## src/rtl/sysmm_pkg.sv

```systemverilog
package sysmm_pkg;
   // order of the square matrices
   localparam int unsigned DIM_DEFAULT = 4;

   // accumulator width able to hold the value n
   function automatic int unsigned acc_width(input int unsigned n);
      return $clog2(n + 1);
   endfunction

   // number of feed steps until the far corner cell has consumed its last pair
   function automatic int unsigned feed_steps(input int unsigned n);
      return 3 * n - 2;
   endfunction
endpackage

```

## src/rtl/sysmm_cell.sv

```systemverilog
module sysmm_cell #(
   parameter int unsigned CW = 3
) (
   input  logic          clk,
   input  logic          rst_n,
   input  logic          clr,
   input  logic          en,
   input  logic          a_bit,
   input  logic          b_bit,
   output logic [CW-1:0] acc
);
   always_ff @(posedge clk or negedge rst_n) begin
      if (!rst_n)
         acc <= '0;
      else if (clr)
         acc <= '0;
      else if (en)
         acc <= acc + CW'(a_bit & b_bit);
   end
endmodule

```

## src/rtl/sysmm_link.sv

```systemverilog
// Registered chain of operand hops along one row or column.
// tap[0] is the edge input; tap[k] is the value seen by the k-th cell.
module sysmm_link #(
   parameter int unsigned N = 4
) (
   input  logic         clk,
   input  logic         rst_n,
   input  logic         clr,
   input  logic         en,
   input  logic         edge_in,
   output logic [N-1:0] tap
);
   logic [N-2:0] hop_q;

   assign tap = {hop_q, edge_in};

   always_ff @(posedge clk or negedge rst_n) begin
      if (!rst_n)
         hop_q <= '0;
      else if (clr)
         hop_q <= '0;
      else if (en)
         hop_q <= tap[N-2:0];
   end
endmodule

```

## src/rtl/sysmm_seq.sv

```systemverilog
// Captures operands, steps the feed counter and skews the edge streams.
module sysmm_seq #(
   parameter int unsigned N = 4
) (
   input  logic           clk,
   input  logic           rst_n,
   input  logic           start,
   input  logic [N*N-1:0] a_mat,
   input  logic [N*N-1:0] b_mat,
   output logic           busy,
   output logic           done,
   output logic [N-1:0]   west,
   output logic [N-1:0]   north
);
   localparam int unsigned STEPS = sysmm_pkg::feed_steps(N);
   localparam int unsigned SW    = $clog2(STEPS);
   localparam logic [SW-1:0] LAST = SW'(STEPS - 1);

   logic [N*N-1:0] a_q, b_q;
   logic [SW-1:0]  step_q;

   always_ff @(posedge clk or negedge rst_n) begin
      if (!rst_n) begin
         a_q    <= '0;
         b_q    <= '0;
         step_q <= '0;
         busy   <= 1'b0;
         done   <= 1'b0;
      end else if (start) begin
         a_q    <= a_mat;
         b_q    <= b_mat;
         step_q <= '0;
         busy   <= 1'b1;
         done   <= 1'b0;
      end else if (busy) begin
         if (step_q == LAST) begin
            busy <= 1'b0;
            done <= 1'b1;
         end else begin
            step_q <= step_q + 1'b1;
         end
      end
   end

   // row i carries A[i][t-i]; column j carries B[t-j][j]; zero outside the window
   for (genvar k = 0; k < N; k++) begin : g_edge
      always_comb begin
         int unsigned t;
         int unsigned r;
         t = int'(step_q);
         r = t - k;
         west[k]  = 1'b0;
         north[k] = 1'b0;
         if (busy && t >= k && r < N) begin
            west[k]  = a_q[k*N + r];
            north[k] = b_q[r*N + k];
         end
      end
   end
endmodule

```

## src/rtl/sysmm_top.sv

```systemverilog
module sysmm_top #(
   parameter int unsigned N  = sysmm_pkg::DIM_DEFAULT,
   parameter int unsigned CW = sysmm_pkg::acc_width(N)
) (
   input  logic              clk,
   input  logic              rst_n,
   input  logic              start,
   input  logic [N*N-1:0]    a_mat,
   input  logic [N*N-1:0]    b_mat,
   output logic              done,
   output logic [N*N*CW-1:0] c_flat
);
   if (N < 2 || N > 8) begin : g_bad_dim
      $error("sysmm_top: N must lie in 2..8");
   end
   if (CW < sysmm_pkg::acc_width(N)) begin : g_bad_cw
      $error("sysmm_top: CW too narrow for a full dot product");
   end

   logic         busy;
   logic [N-1:0] west, north;
   logic [N-1:0][N-1:0] a_tap;   // a_tap[i][j]: left operand at cell (i,j)
   logic [N-1:0][N-1:0] b_tap;   // b_tap[j][i]: right operand at cell (i,j)

   sysmm_seq #(.N(N)) u_seq (
      .clk   (clk),
      .rst_n (rst_n),
      .start (start),
      .a_mat (a_mat),
      .b_mat (b_mat),
      .busy  (busy),
      .done  (done),
      .west  (west),
      .north (north)
   );

   for (genvar i = 0; i < N; i++) begin : g_row
      sysmm_link #(.N(N)) u_row (
         .clk     (clk),
         .rst_n   (rst_n),
         .clr     (start),
         .en      (busy),
         .edge_in (west[i]),
         .tap     (a_tap[i])
      );
   end

   for (genvar j = 0; j < N; j++) begin : g_col
      sysmm_link #(.N(N)) u_col (
         .clk     (clk),
         .rst_n   (rst_n),
         .clr     (start),
         .en      (busy),
         .edge_in (north[j]),
         .tap     (b_tap[j])
      );
   end

   for (genvar i = 0; i < N; i++) begin : g_mi
      for (genvar j = 0; j < N; j++) begin : g_mj
         sysmm_cell #(.CW(CW)) u_cell (
            .clk   (clk),
            .rst_n (rst_n),
            .clr   (start),
            .en    (busy),
            .a_bit (a_tap[i][j]),
            .b_bit (b_tap[j][i]),
            .acc   (c_flat[(i*N+j)*CW +: CW])
         );
      end
   end
endmodule

```

## config.mk

```make
export PLATFORM = sky130hd
export DESIGN_NAME = sysmm_top
export DESIGN_NICKNAME = d
export VERILOG_FILES = /design/src/rtl/sysmm_pkg.sv /design/src/rtl/sysmm_cell.sv /design/src/rtl/sysmm_link.sv /design/src/rtl/sysmm_seq.sv /design/src/rtl/sysmm_top.sv
export SDC_FILE = /design/constraint.sdc
export NUM_CORES = 1
export LEC_CHECK = 0
export CORE_UTILIZATION = 58
export CTS_CLUSTER_DIAMETER = 150
export DETAILED_ROUTE_END_ITERATION = 6
export DONT_BUFFER_PORTS = 1
export HOLD_SLACK_MARGIN = 0.08
export PLACE_DENSITY = 0.74
export SETUP_SLACK_MARGIN = 0.2
export SLEW_MARGIN = 20
export SYNTH_ARGS = -nofsm -noshare
export SYNTH_HDL_FRONTEND = slang
export SYNTH_SLANG_ARGS = --single-unit
```

## constraint.sdc

```tcl
create_clock -name clk -period 4.8 [get_ports clk]
set_clock_uncertainty 0.15 [all_clocks]
set_input_delay 0.48 -clock clk [delete_from_list [all_inputs] [get_ports clk]]
set_output_delay 0.48 -clock clk [all_outputs]
set_load 0.05 [all_outputs]
```

==> results.md <==
- Synth Area in Simple Gates: 10.5%
- Slowest cell on crit path: ha_1
- Layout cells sized above 1: 13.7%
- Setup Crit Path Kind: reg -> reg
- Crit-path most repeated cell: ha_1
- Status: complete, no violations
- Number of synthesized flops with an enable pin: 0
- Root buf cell: clkbuf_8
- Worst vdd ir: 180 uV
- Area Overhead vs Synth: 5.15%
- Starting Density: 60.4%
- Drt drc: 0
- Delay-heaviest family, CP: adder cells
- Post-synthesis adder-cell area fraction: 9.37%
- Synth Area in Compound Gates: 2.59%
- Core ar.: 9280 um^2
- DP HPWL: 6540 um
- Post-synthesis area per instance: 12.0 um^2
- Total power: 0.00174 W
- Gr busiest metal: met2
- Post-synthesis xor/xnor area fraction: 3.44%
- Crit share post-route: 72.7%
- Synth warn: 0
- Leading cell types by count after synthesis: dfrtp_1, nor2_1, mux2i_1
- PortBufs: 0
- Count leader, synth: dfrtp_1
- Ys async rst share: 100%
- Slowest Stage Delay on Critical Path: 620 ps
- Most used DFF post-synth: dfrtp_1
- Dpl cells: 571
- TritonCTS clock tree: yes
- Critical path, cell by cell: inv_1 -> ha_1 -> mux4_2 -> and2_0 -> a211oi_1 -> a211o_1 -> nor2_1 -> ha_1 -> ha_1 -> mux2i_1 -> nor2_1
- Worst Setup End Kind: flip-flop
- Max-cap violations: 0
- Worst reg-to-reg setup slack: 1310 ps
- Worst slew pin tran: 702 ps
- Synth top area cells: dfrtp_1, ha_1, mux2i_1
- Clock-pin transition on the worst setup and hold timing paths: 100 ps
- Post-Route Setup TNS: 0 ps
- Reg-to-Reg Start: u_seq.step_q[1]
- Die W: 100 um
- Tmin final: 3490 ps
- Dpl ws: 1310 ps
- Worst hold stages: 1
- Initial DRC Count: 138
- Final WL: 9840 um
- WP data required: 4900 ps
- First-pass iteration count of the detailed router: 4
- Slew Viols, Final: 0
- CTS resizes: 0
- WL/cell: 16.7 um
- Worst slew margin: 52.7%
- M1 GR Usage: 26.2%
- Post-Syn Area: 5610 um^2
- RSZ-0062 raised after global routing: no
- Fmax: 0.286 GHz
- CP startpoint kind: flip-flop
- FF+latch count, synth: 110
- Seq/Total Area, Yosys: 49.1%
- # rows: 35
- DP Area: 5650 um^2
- IO Pins: 84
- Crit path buf inv count: 1
- Worst r2r dst: g_mi[1].g_mj[0].u_cell.acc[1]
- Routed vias: 3303
- P per Cell Area: 296 nW/um^2
- GRT met3 Usage: 4.87%
- CTS sink cnt: 110
- Multiplexer share of the synthesized area: 21.9%
- Final hold violations: 0
- Final Cell Area: 5900 um^2
- Count of filler cells inserted in the layout: 763
- Leakage power: 3.14 nW
- CP max FO: 12
- Worst path depth: 11
- Yosys cell types: 38
- Non-filler cells, final: 590
- Post-route setup slack: 1310 ps
- CP Data Arrival Time: 3590 ps
- CTS Buf Count: 9
- Share of the synthesized area in the top cell type: 49.1%
- Syn Inst Count: 467
- Total grt overflow: 0
- Area of the multi-input gates: 2680 um^2
- FF+latch area: 2760 um^2
- Antenna violations before repair: 0
- Antenna Nets Post-Route: 0
- Antenna fix cells: 0
- Setup violators final: 0
- Hold Crit Start: b_mat[2]
- Largest family of logic cells by synthesized area: multiplexers
- Worst reg2reg path depth: 11
- Clock buffer depth: 2
- Worst Hold Endpoint: u_seq.b_q[2]
- Largest area contributor in the netlist: dfrtp_1
- GP Congestion: 0.844
- HP Class: in -> reg
- Chip height: 100 um
- Via/cell ratio: 5.60
- Syn Nets: 544
- Vias in the first global route: 3425
- Largest net degree at the start of global routing: 111
- Die area: 10100 um^2
- Layout Nets: 534
- Clk_lat worst skew: 360 ps
- H-tree Lvls: 3
- Total track usage: 21.1%
- First-pass GRT wire length: 16500 um
- M2 GR Usage: 34.8%
stage by stage:
stage | hold WS (ps) | utilization (%)
floorplan | 34.4 | -
global placement | 37.1 | 60.8
detailed placement | 36.9 | 60.8
CTS | 83.9 | 63.4
global route | 84.0 | 63.5
finish | 110 | 63.5
power by group:
part	total (W)	internal [W]	switching, W
clock	0.000510	0.000205	0.000306
sequential	0.00102	0.000964	0.0000529
combinational	0.000216	0.000112	0.000104
total	0.00174	0.00128	0.000463
layer usage:
layer,share of wire [%],wire (um)
met4,2.3,230
met2,50,4900
met1,43,4250
met5,0,0
met3,4.7,460
repair_timing:
action / in CTS / in global routing
hold endpoints to repair: 188 / 1
setup buffers: 0 / 0
hold buffers: 3 / 1
how the worst max path moves through the flow:
stage,to,startpoint,slack (ps)
finish,g_mi[1].g_mj[0].u_cell.acc[1],u_seq.step_q[1],1310
global route,g_mi[1].g_mj[0].u_cell.acc[2],u_seq.step_q[1],1100
CTS,g_mi[1].g_mj[0].u_cell.acc[1],u_seq.step_q[1],1290
detailed placement,g_mi[1].g_mj[0].u_cell.acc[1],u_seq.step_q[1],1310
global placement,g_mi[1].g_mj[0].u_cell.acc[2],u_seq.step_q[1],1420
floorplan,g_mi[1].g_mj[0].u_cell.acc[1],u_seq.step_q[1],1760
sequential cells by signal, summed over array words and instances (netlist names):
name	flops
g_mi.g_mj.u_cell.acc	48
u_seq.busy	1
u_seq.b_q	16
g_col.u_col.hop_q	12
u_seq.done	1
g_row.u_row.hop_q	12
u_seq.step_q	4
u_seq.a_q	16
layout by cell type, fill, tap and decap left out, types with 2 or more instances in the layout:
cell	Yosys	layout
a21oi_1	10	10
and2_1	10	10
and3_1	3	3
buf_16	0	2
buf_4	0	2
clkbuf_8	0	10
dfrtp_1	110	109
dlygate4sd3_1	0	2
ha_1	42	42
inv_1	9	9
mux2_2	32	32
mux2i_1	52	52
mux4_1	5	5
mux4_2	9	9
nand2_1	27	27
nand2b_1	10	10
nand3_1	6	6
nor2_1	75	75
nor2b_1	2	2
xnor2_1	5	5
xor2_1	17	17
layout make-up:
cell class,instances,share of cell area (%)
Tap cell,129,2.74
Clock inverter,4,0.552
Clock buffer,11,2.40
Sequential cell,110,46.7
Multi-Input combinational cell,320,45.4
Timing Repair Buffer,6,1.53
Inverter,10,0.637
kinds of logic after synthesis:
kind of cell             Yosys count
AO/OA/AOI/OAI                     21
adder cells (fa/ha/maj)           42
flip-flops                       110
multiplexers                      99
AND/OR/NAND/NOR                  136
buffers and inverters             37
XOR/XNOR                          22
No activity file was read; power rests on OpenSTA's default activity.
